**config.mk**
```make
export PLATFORM = sky130hd
export DESIGN_NAME = segbuf_sweep
export DESIGN_NICKNAME = d
export VERILOG_FILES = /design/src/rtl/segbuf_pkg.sv /design/src/rtl/segbuf_hint_decode.sv /design/src/rtl/segbuf_store.sv /design/src/rtl/segbuf_walk_fsm.sv /design/src/rtl/segbuf_sweep.sv
export SDC_FILE = /design/constraint.sdc
export NUM_CORES = 1
export LEC_CHECK = 0
export CAP_MARGIN = 40
export CORE_MARGIN = 3
export CORE_UTILIZATION = 35
export CTS_BUF_LIST = sky130_fd_sc_hd__clkbuf_8 sky130_fd_sc_hd__clkbuf_16
export CTS_CLUSTER_SIZE = 25
export DETAILED_ROUTE_END_ITERATION = 8
export DONT_BUFFER_PORTS = 1
export REMOVE_ABC_BUFFERS = 1
export SYNTH_ARGS = -nofsm -noshare
export SYNTH_HDL_FRONTEND = slang
export SYNTH_HIERARCHICAL = 1
export SYNTH_SLANG_ARGS = --single-unit
```
**constraint.sdc**
```tcl
create_clock -name clk -period 2.1 [get_ports clk]
set_clock_uncertainty 0.15 [all_clocks]
set_input_delay 0.21 -clock clk [delete_from_list [all_inputs] [get_ports clk]]
set_output_delay 0.21 -clock clk [all_outputs]
set_load 0.02 [all_outputs]
```
**src/rtl/segbuf_pkg.sv**
```systemverilog
package segbuf_pkg;

    localparam int HINT_W   = 3;
    localparam int HINT_LSB = 21;
    localparam int CMD_W    = 32;

    typedef enum logic [1:0] {
        ST_IDLE = 2'd0,
        ST_WALK = 2'd1,
        ST_WRAP = 2'd2
    } walk_state_e;

    typedef struct packed {
        logic incl_zero;
        logic keep_class0;
        logic skip_all;
        logic undef_hint;
    } hint_rule_t;

endpackage

```
**src/rtl/segbuf_hint_decode.sv**
```systemverilog
module segbuf_hint_decode
    import segbuf_pkg::*;
(
    input  logic [HINT_W-1:0] hint,
    input  logic              new_rules,
    output hint_rule_t        rule
);

    always_comb begin
        rule = '0;
        if (new_rules) begin
            unique case (hint)
                3'd3: begin
                    rule.incl_zero   = 1'b1;
                    rule.keep_class0 = 1'b1;
                end
                3'd4: rule.incl_zero  = 1'b1;
                3'd5: rule.undef_hint = 1'b1;
                3'd7: rule.skip_all   = 1'b1;
                default: rule = '0;
            endcase
        end
    end

    always_comb begin
        assert (!(rule.skip_all && rule.incl_zero))
            else $error("AST_RULE_EXCLUSIVE");
    end

endmodule

```
**src/rtl/segbuf_store.sv**
```systemverilog
module segbuf_store #(
    parameter int N      = 8,
    parameter int TAG_W  = 12,
    parameter int DATA_W = 16,
    parameter int IDX_W  = 3
) (
    input  logic              clk,
    input  logic              rst_n,
    input  logic              lock,
    input  logic              wr_en,
    input  logic [IDX_W-1:0]  wr_idx,
    input  logic              wr_valid,
    input  logic              wr_class,
    input  logic [TAG_W-1:0]  wr_tag,
    input  logic [DATA_W-1:0] wr_data,
    input  logic              clr_en,
    input  logic [IDX_W-1:0]  clr_idx,
    input  logic [IDX_W-1:0]  scan_idx,
    output logic              scan_valid,
    output logic              scan_class,
    input  logic [IDX_W-1:0]  rd_idx,
    output logic              rd_valid,
    output logic              rd_class,
    output logic [TAG_W-1:0]  rd_tag,
    output logic [DATA_W-1:0] rd_data
);

    logic [N-1:0]             valid_vec;
    logic [N-1:0]             class_vec;
    logic [N-1:0][TAG_W-1:0]  tag_vec;
    logic [N-1:0][DATA_W-1:0] data_vec;

    logic wr_ok;
    assign wr_ok = wr_en && !lock;

    for (genvar g = 0; g < N; g++) begin : g_entry
        logic              v_q;
        logic              c_q;
        logic [TAG_W-1:0]  t_q;
        logic [DATA_W-1:0] d_q;
        logic              hit_wr;
        logic              hit_clr;

        assign hit_wr  = wr_ok && (wr_idx == IDX_W'(g));
        assign hit_clr = clr_en && (clr_idx == IDX_W'(g));

        always_ff @(posedge clk or negedge rst_n) begin
            if (!rst_n) begin
                v_q <= 1'b0;
                c_q <= 1'b0;
                t_q <= '0;
                d_q <= '0;
            end else if (hit_wr) begin
                v_q <= wr_valid;
                c_q <= wr_class;
                t_q <= wr_tag;
                d_q <= wr_data;
            end else if (hit_clr) begin
                v_q <= 1'b0;
            end
        end

        assign valid_vec[g] = v_q;
        assign class_vec[g] = c_q;
        assign tag_vec[g]   = t_q;
        assign data_vec[g]  = d_q;
    end

    logic scan_in_range;
    logic rd_in_range;
    assign scan_in_range = (int'(scan_idx) < N);
    assign rd_in_range   = (int'(rd_idx) < N);

    always_comb begin
        scan_valid = 1'b0;
        scan_class = 1'b0;
        if (scan_in_range) begin
            scan_valid = valid_vec[scan_idx];
            scan_class = class_vec[scan_idx];
        end
    end

    always_comb begin
        rd_valid = 1'b0;
        rd_class = 1'b0;
        rd_tag   = '0;
        rd_data  = '0;
        if (rd_in_range) begin
            rd_valid = valid_vec[rd_idx];
            rd_class = class_vec[rd_idx];
            rd_tag   = tag_vec[rd_idx];
            rd_data  = data_vec[rd_idx];
        end
    end

    AST_FIELDS_FROZEN: assert property (@(posedge clk) disable iff (!rst_n)
        lock |=> ($stable(tag_vec) && $stable(data_vec) && $stable(class_vec)))
        else $error("AST_FIELDS_FROZEN");
    AST_CLEAR_TARGET_VALID: assert property (@(posedge clk) disable iff (!rst_n)
        clr_en |-> valid_vec[clr_idx])
        else $error("AST_CLEAR_TARGET_VALID");
    AST_CLEAR_TAKES: assert property (@(posedge clk) disable iff (!rst_n)
        clr_en |=> !valid_vec[$past(clr_idx)])
        else $error("AST_CLEAR_TAKES");
    AST_NO_SET_WHILE_LOCKED: assert property (@(posedge clk) disable iff (!rst_n)
        lock |=> ((valid_vec & ~$past(valid_vec)) == '0))
        else $error("AST_NO_SET_WHILE_LOCKED");

endmodule

```
**src/rtl/segbuf_walk_fsm.sv**
```systemverilog
module segbuf_walk_fsm
    import segbuf_pkg::*;
#(
    parameter int N     = 8,
    parameter int IDX_W = 3
) (
    input  logic             clk,
    input  logic             rst_n,
    input  logic             start,
    input  hint_rule_t       rule,
    input  logic             flush_ack,
    input  logic             scan_valid,
    input  logic             scan_class,
    output logic [IDX_W-1:0] scan_idx,
    output logic             clr_en,
    output logic             busy,
    output logic             done,
    output logic             flush_req,
    output logic             hint_warn
);

    localparam logic [IDX_W-1:0] LAST_IDX = IDX_W'(N - 1);

    walk_state_e      state_q, state_d;
    logic [IDX_W-1:0] idx_q;
    logic             keep_c0_q;
    logic             flush_q;
    logic             warn_q;
    logic             start_acc;

    assign start_acc = start && (state_q == ST_IDLE);

    always_ff @(posedge clk or negedge rst_n) begin
        if (!rst_n) state_q <= ST_IDLE;
        else        state_q <= state_d;
    end

    always_comb begin
        state_d = state_q;
        unique case (state_q)
            ST_IDLE: begin
                if (start) state_d = rule.skip_all ? ST_WRAP : ST_WALK;
            end
            ST_WALK: begin
                if (idx_q == LAST_IDX) state_d = ST_WRAP;
            end
            ST_WRAP: state_d = ST_IDLE;
            default: state_d = ST_IDLE;
        endcase
    end

    always_ff @(posedge clk or negedge rst_n) begin
        if (!rst_n) begin
            idx_q     <= '0;
            keep_c0_q <= 1'b0;
            flush_q   <= 1'b0;
            warn_q    <= 1'b0;
        end else begin
            warn_q <= start_acc && rule.undef_hint;
            if (start_acc)      flush_q <= 1'b1;
            else if (flush_ack) flush_q <= 1'b0;
            if (start_acc) begin
                idx_q     <= rule.incl_zero ? '0 : IDX_W'(1);
                keep_c0_q <= rule.keep_class0;
            end else if (state_q == ST_WALK && idx_q != LAST_IDX) begin
                idx_q <= idx_q + IDX_W'(1);
            end
        end
    end

    always_comb begin
        busy      = (state_q != ST_IDLE);
        done      = (state_q == ST_WRAP);
        scan_idx  = idx_q;
        clr_en    = (state_q == ST_WALK) && scan_valid && (!keep_c0_q || scan_class);
        flush_req = flush_q;
        hint_warn = warn_q;
    end

    AST_DONE_PULSE: assert property (@(posedge clk) disable iff (!rst_n)
        done |=> !done)
        else $error("AST_DONE_PULSE");
    AST_WARN_PULSE: assert property (@(posedge clk) disable iff (!rst_n)
        hint_warn |=> !hint_warn)
        else $error("AST_WARN_PULSE");
    AST_SKIP_FAST: assert property (@(posedge clk) disable iff (!rst_n)
        (start_acc && rule.skip_all) |=> (done && !clr_en))
        else $error("AST_SKIP_FAST");
    AST_START_SETS_FLUSH: assert property (@(posedge clk) disable iff (!rst_n)
        start_acc |=> flush_req)
        else $error("AST_START_SETS_FLUSH");
    AST_FLUSH_STICKY: assert property (@(posedge clk) disable iff (!rst_n)
        (flush_req && !flush_ack) |=> flush_req)
        else $error("AST_FLUSH_STICKY");
    AST_KEEP_CLASS0: assert property (@(posedge clk) disable iff (!rst_n)
        (clr_en && keep_c0_q) |-> scan_class)
        else $error("AST_KEEP_CLASS0");
    AST_BUSY_AFTER_START: assert property (@(posedge clk) disable iff (!rst_n)
        start_acc |=> busy)
        else $error("AST_BUSY_AFTER_START");

endmodule

```
**src/rtl/segbuf_sweep.sv**
```systemverilog
module segbuf_sweep
    import segbuf_pkg::*;
#(
    parameter int N      = 8,
    parameter int TAG_W  = 12,
    parameter int DATA_W = 16,
    localparam int IDX_W = (N > 2) ? $clog2(N) : 1
) (
    input  logic              clk,
    input  logic              rst_n,
    input  logic              new_rules,
    input  logic              start,
    input  logic [CMD_W-1:0]  cmd_word,
    input  logic              flush_ack,
    input  logic              wr_en,
    input  logic [IDX_W-1:0]  wr_idx,
    input  logic              wr_valid,
    input  logic              wr_class,
    input  logic [TAG_W-1:0]  wr_tag,
    input  logic [DATA_W-1:0] wr_data,
    input  logic [IDX_W-1:0]  rd_idx,
    output logic              rd_valid,
    output logic              rd_class,
    output logic [TAG_W-1:0]  rd_tag,
    output logic [DATA_W-1:0] rd_data,
    output logic              busy,
    output logic              done,
    output logic              flush_req,
    output logic              hint_warn
);

    logic [HINT_W-1:0] hint;
    logic              unused_cmd_bits;
    hint_rule_t        rule;
    logic [IDX_W-1:0]  scan_idx;
    logic              scan_valid;
    logic              scan_class;
    logic              clr_en;
    logic              busy_w;

    assign hint            = cmd_word[HINT_LSB +: HINT_W];
    assign unused_cmd_bits = ^{cmd_word[CMD_W-1:HINT_LSB+HINT_W], cmd_word[HINT_LSB-1:0]};

    segbuf_hint_decode u_decode (
        .hint      (hint),
        .new_rules (new_rules),
        .rule      (rule)
    );

    segbuf_walk_fsm #(.N(N), .IDX_W(IDX_W)) u_fsm (
        .clk        (clk),
        .rst_n      (rst_n),
        .start      (start),
        .rule       (rule),
        .flush_ack  (flush_ack),
        .scan_valid (scan_valid),
        .scan_class (scan_class),
        .scan_idx   (scan_idx),
        .clr_en     (clr_en),
        .busy       (busy_w),
        .done       (done),
        .flush_req  (flush_req),
        .hint_warn  (hint_warn)
    );

    segbuf_store #(.N(N), .TAG_W(TAG_W), .DATA_W(DATA_W), .IDX_W(IDX_W)) u_store (
        .clk        (clk),
        .rst_n      (rst_n),
        .lock       (busy_w),
        .wr_en      (wr_en),
        .wr_idx     (wr_idx),
        .wr_valid   (wr_valid),
        .wr_class   (wr_class),
        .wr_tag     (wr_tag),
        .wr_data    (wr_data),
        .clr_en     (clr_en),
        .clr_idx    (scan_idx),
        .scan_idx   (scan_idx),
        .scan_valid (scan_valid),
        .scan_class (scan_class),
        .rd_idx     (rd_idx),
        .rd_valid   (rd_valid),
        .rd_class   (rd_class),
        .rd_tag     (rd_tag),
        .rd_data    (rd_data)
    );

    assign busy = busy_w;

    AST_IDLE_NO_CLEAR: assert property (@(posedge clk) disable iff (!rst_n)
        !busy |-> !clr_en)
        else $error("AST_IDLE_NO_CLEAR");

endmodule

```
==> results_dict.tcl, run 1 <==
set metrics [dict create \
    cts.root.buffer_cell "sky130_fd_sc_hd__clkbuf_16" \
    maxSlewViolCount 0 \
    fin_area_sq_um 14200 \
    worst_slew_pin_slew_ps 717 \
    max-vdd-ir-drop_mv 0.762 \
    sequential_cell_area_sq_um 6210 \
    layout_worst_path_cycle_share_pct 100 \
    area_added_between_synthesis_and_finish_pct 22.3 \
    die_height_um 188 \
    min-delay-path-class "in -> async" \
    yosysWarnings 6 \
    sequence_of_cells_on_the_critical_path "buf_6, mux4_2, mux2_2, nand2_2, nor3_2, nand2_1, o31ai_1, mux2i_1" \
    path_clk_slew_ps 60 \
    synth.ff_latch_count 248 \
    crit_fanout 5 \
    place_hpwl_um 15700 \
    hold_viol 248 \
    worst_setup_path_end_kind "register" \
    grt_start_max_net_pins 249 \
    period_needed_ps 2100 \
    port-buffer-count 0 \
    synth_top_area_share_pct 53.4 \
    globalRoute.totalOverflow 0 \
    p_per_area_nw_per_um2 1320 \
    multiInputGateArea_sq_um 5350 \
    start_util_pct 35.6 \
    clock_power_share_pct 23.7 \
    gp_congestion 0.795 \
    synthCells 691 \
    synthDistinctLibCells 35 \
    sequentialPowerShare_pct 44.2 \
    htree_num_levels 1 \
    number_of_antenna_violations_at_the_first_check_in_global_routing 1 \
    static_power_due_to_leakage_nw 6.31 \
    hold_slack_ps -772 \
    synth_enable_flop_cells 0 \
    unrepaired_setup_endpoints_after_global_routing "true" \
    via_count_of_the_first_global_routing_pass 7294 \
    cell_types_occupying_the_most_area_after_synthesis "sky130_fd_sc_hd__dfrtp_1 53%, sky130_fd_sc_hd__mux2_2 25%, sky130_fd_sc_hd__mux4_1 14%" \
    p_sw_mw 5.17 \
    detail-route-antenna-nets 0 \
    worst_skew_pair.late_latency_ps 520 \
    yosys.area.top_type "sky130_fd_sc_hd__dfrtp_1" \
    startpoint_type "register" \
    floorplan.rows 66 \
    boundaryPins 108 \
    global_route_wire_length_before_repair_um 42100 \
    synth_common_cells "261 x sky130_fd_sc_hd__mux2_2, 248 x sky130_fd_sc_hd__dfrtp_1, 60 x sky130_fd_sc_hd__mux4_1" \
    dr_total_vias 6560 \
    slew_headroom_pct 52.2 \
    timing.fmax_ghz 0.475 \
    ys_async_sr_fraction_pct 100 \
    first_pass_iters 4 \
    netlist_area_sq_um 11600 \
    post_route_cells_drive_above_1_share_pct 55.3 \
    global_route.usage.total_pct 15.0 \
    cts_sinks 248 \
    power_switching_share_pct 27.6 \
    utilization_pct 43.5 \
    core_area_sq_um 32600 \
    detail_route.iter0.violations 379 \
    required_ps 2340 \
    post-route-drc-count 0 \
    post_synth.cell_area_avg_sq_um 16.8 \
    cpPeakStageDelay_ps 460 \
    power.combinational.fraction_pct 32.2 \
    cts_buffers 26 \
    design.die.area_sq_um 35400 \
    vias_per_cell 5.29 \
    antennaDiodeCount 0 \
    placedInstanceArea_sq_um 12200 \
    path_class "reg -> reg" \
    fin_tns_setup_ps -3.38 \
    net_total_in_the_final_layout 860 \
    synth_most_common_cell "sky130_fd_sc_hd__mux2_2" \
    p_int_mw 13.6 \
    run_status "complete, but fails checks" \
    route.final.wire_length_um 28700 \
    cts-root-to-sink-buffers 3 \
    fillCellCount 2859 \
    tritoncts "done" \
    worst_slack_ps -3.38 \
    critical-path-slowest-cell "sky130_fd_sc_hd__dfrtp_2" \
    postSynth.topFlopCell "sky130_fd_sc_hd__dfrtp_1" \
    violations "hold timing, setup timing" \
    setup_violations 1 \
    drv.max_cap_violation_count 0 \
    postCtsHoldBufs 42 \
    seq_area_frac_synth_pct 53.4 \
    wl_per_cell_um 23.2 \
    die-width_um 188 \
    worstPathArrival_ps 2340 \
]
[cells by family after synthesis]
group | synth area share [%]
muxes | 40.8
DFF | 53.4
buffers and inverters | 2.52
and+or+nand+nor | 2.00
AOI/OAI and AO/OA | 1.03
adders and majority gates | 0.215
[timing repair]
action,4_1_cts,5_1_grt
endpoints found under the hold margin,496,248
setup buffers,9,22
setup endpoints to repair,124,154
gates resized for setup,79,110
gates cloned,1,7
pin swaps,3,4
[per-layer routing]
metal / vias up / global-route usage [%] / part of all wire, %
met1: 3589 / 18.7 / 44
met3: 41 / 2.82 / 3.8
met4: 2 / 3.15 / 1.6
li1: 2793 / - / -
met5: - / 0 / 0.045
met2: 135 / 27.3 / 51
[path summary, 6_finish.rpt]
check / start / cells after the start / endpoint / slack, ps
min reg2reg: u_store/g_entry[4].d_q[7] / 1 / u_store/g_entry[4].d_q[7] / 350
min in group clk: wr_idx[0] / 4 / u_store/g_entry[0].v_q / 30
max in group asynchronous: rst_n / 0 / u_store/g_entry[4].t_q[3] / 1960
min: rst_n / 0 / u_fsm/scan_idx[0] / -770
max reg2reg: u_fsm/scan_idx[0] / 8 / u_store/g_entry[4].v_q / -3
max: u_fsm/scan_idx[0] / 8 / u_store/g_entry[4].v_q / -3
[metrics by stage]
stage | total power, mW | instances | worst slack, ps
3_5_place_dp | 13.0 | 1117 | -80.3
3_3_place_gp | 12.5 | 1117 | -40.8
6_report | 18.7 | 1240 | -3.38
2_1_floorplan | 11.7 | 649 | -944
4_1_cts | 18.0 | 1211 | -17.7
5_1_grt | 19.7 | 1240 | -92.3
[registers in the layout (all words and copies together), names as in the netlist]
signal and count:
u_store/g_entry.c_q 8, u_fsm/hint_warn 1, u_store/g_entry.t_q 96, u_fsm/state_q 2, u_fsm/keep_c0_q 1, u_fsm/scan_idx 3
u_fsm/flush_req 1, u_store/g_entry.d_q 128, u_store/g_entry.v_q 8
[critical path, delay by kind of cell (launching register included)]
family | cells | cell delay (ps)
compound gates | 1 | 250
buf+inv | 1 | 140
flops | 1 | 460
mux | 3 | 610
simple gates | 3 | 360
[cells in the final DEF (no fill, tap or decap), types with 5 or more instances in the layout]
cell / count
sky130_fd_sc_hd__mux2_4: 105
sky130_fd_sc_hd__o21ai_0: 5
sky130_fd_sc_hd__mux2_2: 159
sky130_fd_sc_hd__nor2_1: 5
sky130_fd_sc_hd__nand2_1: 7
sky130_fd_sc_hd__mux4_2: 60
sky130_fd_sc_hd__clkbuf_16: 33
sky130_fd_sc_hd__dfrtp_1: 247
sky130_fd_sc_hd__buf_4: 36
sky130_fd_sc_hd__clkbuf_8: 6
sky130_fd_sc_hd__mux2i_1: 8
sky130_fd_sc_hd__buf_6: 7
sky130_fd_sc_hd__inv_1: 10
sky130_fd_sc_hd__dlygate4sd3_1: 41
sky130_fd_sc_hd__buf_12: 14
[cell type report]
cell class | count | share of cell area [%]
clock buffers | 33 | 5.34
clock inverters | 9 | 0.441
inverters | 5 | 0.132
multi-input cells | 396 | 37.7
flip-flops and latches | 248 | 43.7
well taps | 442 | 3.90
repair buffers | 107 | 8.77
[power groups by stage]
stage	sequential [mW]	clock (mW)	combinational (mW)
2_1_floorplan	7.72	0	3.97
3_3_place_gp	7.89	0	4.58
3_5_place_dp	8.19	0	4.80
4_1_cts	8.17	4.55	5.28
5_1_grt	8.51	4.76	6.43
6_report	8.28	4.44	6.03
No activity file was read; power rests on OpenSTA's default activity.
==> inputs of run 2 (changes only) <==
CORE_ASPECT_RATIO = 0.9   (was default)
CTS_CLUSTER_DIAMETER = 200   (was default)
==> run 2 against run 1 <==
Compared with the run above:
- die area barely moved
- maximum frequency shrank 0.78%
- non-clock buffer count fell by 9
- worst hold slack better by 65 ps
- highest routed layer unchanged
- the run still ends with hold timing, setup timing left
- total power shrank 10%
==> results_dict.tcl, run 2 (synthesis gave the netlist of run 1 again) <==
set metrics [dict create \
    critical-path-slowest-cell "sky130_fd_sc_hd__dfrtp_1" \
    sequentialPowerShare_pct 48.9 \
    via_count_of_the_first_global_routing_pass 6891 \
    path_class "reg -> reg" \
    gp_congestion 0.749 \
    clock_power_share_pct 15.5 \
    design.die.area_sq_um 35400 \
    final_common_cell "sky130_fd_sc_hd__dfrtp_1" \
    postCtsHoldBufs 41 \
    required_ps 2300 \
    dr_total_vias 6388 \
    global_route_wire_length_before_repair_um 41400 \
    crit_fanout 8 \
    detail_route.iter0.violations 327 \
    period_needed_ps 2120 \
    p_per_area_nw_per_um2 1220 \
    critPathTopFamily "simple AND/OR/NAND/NOR gates" \
    first_pass_iters 6 \
    fillCellCount 2845 \
    globalRoute.totalOverflow 0 \
    cpPeakStageDelay_ps 400 \
    final_cell_mix "246 x sky130_fd_sc_hd__dfrtp_1, 148 x sky130_fd_sc_hd__mux2_2, 116 x sky130_fd_sc_hd__mux2_4, 46 x sky130_fd_sc_hd__mux4_2, 41 x sky130_fd_sc_hd__dlygate4sd3_1" \
    unrepaired_setup_endpoints_after_global_routing "true" \
    critical_path_buf_inv_count 4 \
    vias_per_cell 5.42 \
    startpoint_type "register" \
    violations "hold timing, setup timing" \
    setup_violations 24 \
    area_added_between_synthesis_and_finish_pct 18.1 \
    floorplan.rows 62 \
    drv.max_cap_violation_count 0 \
    port-buffer-count 0 \
    detail-route-antenna-nets 0 \
    path_clk_slew_ps 100 \
    net_total_in_the_final_layout 838 \
    worstPathArrival_ps 2320 \
    timing.fmax_ghz 0.472 \
    route.final.wire_length_um 28200 \
    hold_viol 248 \
    cts_buffers 13 \
    cts_sinks 248 \
    p_total_mw 16.8 \
    post-route-drc-count 0 \
    pre_cts_slack_ps -96.7 \
    layout_top_registers "u_store/g_entry.d_q x128, u_store/g_entry.t_q x96" \
    power.combinational.fraction_pct 35.6 \
    die_height_um 179 \
    sequence_of_cells_on_the_critical_path "nor2_2, inv_2, nand3b_1, buf_6, nor3b_4, buf_12, buf_16, mux2_2" \
    die-width_um 198 \
    p_int_mw 12.1 \
    start_util_pct 36.0 \
    worst_slack_ps -19.9 \
    place_hpwl_um 15900 \
    post_route_cells_drive_above_1_share_pct 53.0 \
    grt_start_max_net_pins 249 \
    power_switching_share_pct 28.2 \
    core_area_sq_um 32300 \
    slew_headroom_pct 42.5 \
    min-delay-path-class "in -> async" \
    layout_worst_path_cycle_share_pct 101 \
    number_of_antenna_violations_at_the_first_check_in_global_routing 2 \
    worst_setup_path_end_kind "register" \
    worst_skew_pair.late_latency_ps 470 \
    tritoncts "done" \
    htree_num_levels 1 \
    max-vdd-ir-drop_mv 0.508 \
    cts.root.buffer_cell "sky130_fd_sc_hd__clkbuf_16" \
    regMostFlops "u_store/g_entry.d_q" \
    static_power_due_to_leakage_nw 6.09 \
    p_sw_mw 4.73 \
    hold_slack_ps -706 \
    worst_slew_pin_slew_ps 862 \
    wl_per_cell_um 24.0 \
    cts-root-to-sink-buffers 3 \
    run_status "complete, but fails checks" \
    global_route.usage.total_pct 15.1 \
    boundaryPins 108 \
    maxSlewViolCount 0 \
    largest_register_ffs 128 \
]
==> run 2: metal layers <==
metal	wire length (um)	global-route usage (%)
met3	879	2.33
met2	14400	27.1
met5	13	0
met4	417	2.36
met1	12500	19.8
==> run 2: path summary, 6_finish.rpt <==
| check | start | endpoint | slack [ps] | cells after the start |
|---|---|---|---|---|
| max in group asynchronous | rst_n | u_fsm/scan_idx[2] | 1760 | 0 |
| worst max register to register | u_fsm/state_q[0] | u_store/g_entry[3].d_q[10] | -20 | 8 |
| min in group clk | cmd_word[23] | u_fsm/state_q[0] | 40 | 5 |
| worst min-delay path | rst_n | u_store/g_entry[4].t_q[2] | -710 | 0 |
| worst min register to register | u_store/g_entry[1].t_q[10] | u_store/g_entry[1].t_q[10] | 350 | 1 |
| worst max-delay path | u_fsm/state_q[0] | u_store/g_entry[3].d_q[10] | -20 | 8 |
==> run 2: layout make-up <==
cell class	count	area (sq um)	area share (%)
inverters	5	18.8	0.137
clock buffers	14	339	2.47
multi-input cells	396	5470	39.8
flip-flops and latches	248	6210	45.3
repair buffers	98	1160	8.47
diodes	1	2.50	0.0182
well taps	416	520	3.79
==> run 2: stage by stage <==
step | TNS, ps | instance area (sq um) | cells | util [%] | hold slack [ps]
after global placement | -346 | 12200 | 1095 | 37.9 | -222
after detailed placement | -1690 | 12200 | 1095 | 37.9 | -229
final | -199 | 13700 | 1178 | 42.5 | -706
after floorplan | -138520 | 11300 | 649 | - | -236
after CTS | -73.1 | 13200 | 1158 | 40.9 | -741
after global routing | -3670 | 13700 | 1178 | 42.5 | -743
==> run 2: repair_timing <==
action                                  CTS  global route
setup buffers                             5            15
resized for setup                        42           146
endpoints found under the setup margin  113           160
hold endpoints to repair                496           248
cloned                                    3             4
pin swaps                                 3             7
==> run 2: power by group through the flow <==
stage                     logic (mW)  registers (mW)  clock network, mW
after global routing            6.41            8.45               2.92
after detailed placement        4.81            8.18                  0
after CTS                       5.17            8.08               2.75
after global placement          4.57            7.90                  0
final                           5.98            8.21               2.60
after floorplan                 3.97            7.72                  0
==> inputs of run 3 (changes only) <==
BUFFER_PORTS_ARGS = -buffer_cell sky130_fd_sc_hd__buf_2   (was default)
CAP_MARGIN = 10   (was 40)
DONT_BUFFER_PORTS = default   (was 1)
==> run 3 against run 2 <==
Compared with the run above:
- register-to-register slack better by 70 ps
- final area up 1.8%
- critical endpoint is now rd_valid
- total power up 3.0%
- non-clock buffer count up 77
- highest routed layer is now met4
- final cell count up 6.5%
- global-route usage down 0.32 points
- sequential power down 1%
- the flow finishes with violations (setup timing)
- via count up 2.5%
- largest power group unchanged
==> results_dict.tcl, run 3 (synthesis gave the netlist of run 1 again) <==
set metrics [dict create \
    worstPathArrival_ps 1800 \
    p_int_mw 12.4 \
    global_route_wire_length_before_repair_um 41300 \
    area_added_between_synthesis_and_finish_pct 20.2 \
    tritoncts "done" \
    pre_cts_slack_ps 6.50 \
    largest_register_ffs 128 \
    place_hpwl_um 14900 \
    sequential_cell_area_sq_um 6210 \
    p_total_mw 17.3 \
    power.combinational.fraction_pct 37.5 \
    violations "setup timing" \
    gp_congestion 0.728 \
    final_common_cell "sky130_fd_sc_hd__dfrtp_1" \
    startpoint_type "register" \
    sequentialPowerShare_pct 47.0 \
    worst_slack_ps -59.8 \
    post_route_cells_drive_above_1_share_pct 58.9 \
    cts-root-to-sink-buffers 3 \
    required_ps 1740 \
    layout_top_registers "u_store/g_entry.d_q x128, u_store/g_entry.t_q x96" \
    detail-route-antenna-nets 0 \
    path_clk_slew_ps 100 \
    floorplan.rows 62 \
    dr_total_vias 6547 \
    detail_route.iter0.violations 343 \
    core_area_sq_um 32300 \
    wl_per_cell_um 21.0 \
    cts_buffers 13 \
    die-width_um 198 \
    run_status "complete, but fails checks" \
    global_route.usage.total_pct 14.8 \
    final_cell_mix "247 x sky130_fd_sc_hd__dfrtp_1, 207 x sky130_fd_sc_hd__mux2_2, 63 x sky130_fd_sc_hd__mux4_2, 55 x sky130_fd_sc_hd__mux2_4, 46 x sky130_fd_sc_hd__buf_2" \
    boundaryPins 108 \
    first_pass_iters 4 \
    multiInputGateArea_sq_um 5140 \
    port-buffer-count 78 \
    worst_skew_pair.late_latency_ps 490 \
    regMostFlops "u_store/g_entry.d_q" \
    route.final.wire_length_um 26400 \
    path_class "reg -> out" \
    setup_violations 30 \
    crit_fanout 3 \
    clock_power_share_pct 15.5 \
    cts.root.buffer_cell "sky130_fd_sc_hd__clkbuf_16" \
    hold_viol 0 \
    layout_worst_path_cycle_share_pct 103 \
    globalRoute.totalOverflow 0 \
    timing.fmax_ghz 0.463 \
    period_needed_ps 2160 \
    design.die.area_sq_um 35400 \
    net_total_in_the_final_layout 915 \
    fillCellCount 2916 \
    worst_setup_path_end_kind "primary output" \
    power_switching_share_pct 28.4 \
    p_per_area_nw_per_um2 1240 \
    via_count_of_the_first_global_routing_pass 6946 \
    grt_start_max_net_pins 66 \
    post-route-drc-count 0 \
    drv.max_cap_violation_count 0 \
    number_of_antenna_violations_at_the_first_check_in_global_routing 0 \
    min-delay-path-class "in -> reg" \
    antennaDiodeCount 0 \
    static_power_due_to_leakage_nw 6.23 \
    vias_per_cell 5.22 \
    slew_headroom_pct 74.1 \
    start_util_pct 36.0 \
    unrepaired_setup_endpoints_after_global_routing "true" \
    die_height_um 179 \
    worst_slew_pin_slew_ps 388 \
    htree_num_levels 1 \
    cts_sinks 248 \
    maxSlewViolCount 0 \
    max-vdd-ir-drop_mv 0.568 \
    p_sw_mw 4.90 \
    r2r_slack_ps 50 \
]
-- run 3: area by class of cell --
type                    count  share of cell area, %
multi-input cells         396                   36.8
clock inverters             1                 0.0627
clock buffers              14                   2.43
inverters                   5                  0.134
flip-flops and latches    248                   44.5
well taps                 416                   3.73
repair buffers            175                   12.3
-- run 3: repair_timing --
| action | CTS | global route |
|---|---|---|
| hold endpoints to repair | 493 | 0 |
| gates cloned | 0 | 2 |
| setup buffers | 10 | 12 |
| hold buffers | 38 | 0 |
| pin swaps | 0 | 6 |
| resized for setup | 135 | 55 |
| setup endpoints to repair | 35 | 100 |
-- run 3: worst paths after layout --
check                                     startpoint                        end  cells after the start
setup / recovery              u_store/g_entry[7].v_q                   rd_valid                      3
hold / removal                             new_rules          u_fsm/scan_idx[0]                      4
setup reg to reg                    u_fsm/state_q[1]  u_store/g_entry[5].t_q[6]                      8
hold reg to reg            u_store/g_entry[3].d_q[0]  u_store/g_entry[3].d_q[0]                      1
max in group asynchronous                      rst_n  u_store/g_entry[0].t_q[0]                      3
min in group asynchronous                      rst_n  u_store/g_entry[0].t_q[2]                      2
-- run 3: per-layer routing --
metal,wire [um],vias up,GRT usage (%)
met4,318,0,2.24
met5,0,-,0
met1,12600,3554,21.6
li1,-,2896,-
met3,773,18,1.79
met2,12700,79,24.4
-- run 3: metrics by stage --
| step | TNS, ps | cells | instance area, sq um | utilization, % | hold WS (ps) |
|---|---|---|---|---|---|
| 6_report | -831 | 1255 | 14000 | 43.3 | 25.8 |
| 5_1_grt | -3610 | 1255 | 14000 | 43.3 | 35.0 |
| 4_1_cts | -1790 | 1241 | 13700 | 42.4 | 13.8 |
| 3_5_place_dp | 0 | 1178 | 12800 | 39.7 | -14.6 |
| 3_3_place_gp | -4.29 | 1178 | 12800 | 39.7 | -17.2 |
| 2_1_floorplan | -138520 | 649 | 11300 | - | -236 |
-- run 3: worst max-delay path, cell delays in order (launching register included) --
cell,delay (ps)
sky130_fd_sc_hd__dfrtp_1,420
sky130_fd_sc_hd__mux4_2,490
sky130_fd_sc_hd__mux2_4,280
sky130_fd_sc_hd__buf_6,130
-- run 3: power groups by stage --
stage                     combinational (mW)  clock (mW)  sequential [mW]
after floorplan                         3.97           0             7.72
after detailed placement                5.31           0             8.05
after global routing                    7.01        2.98             8.37
final                                   6.49        2.68             8.13
after global placement                  5.19           0             8.00
after CTS                               6.17        2.80             8.07
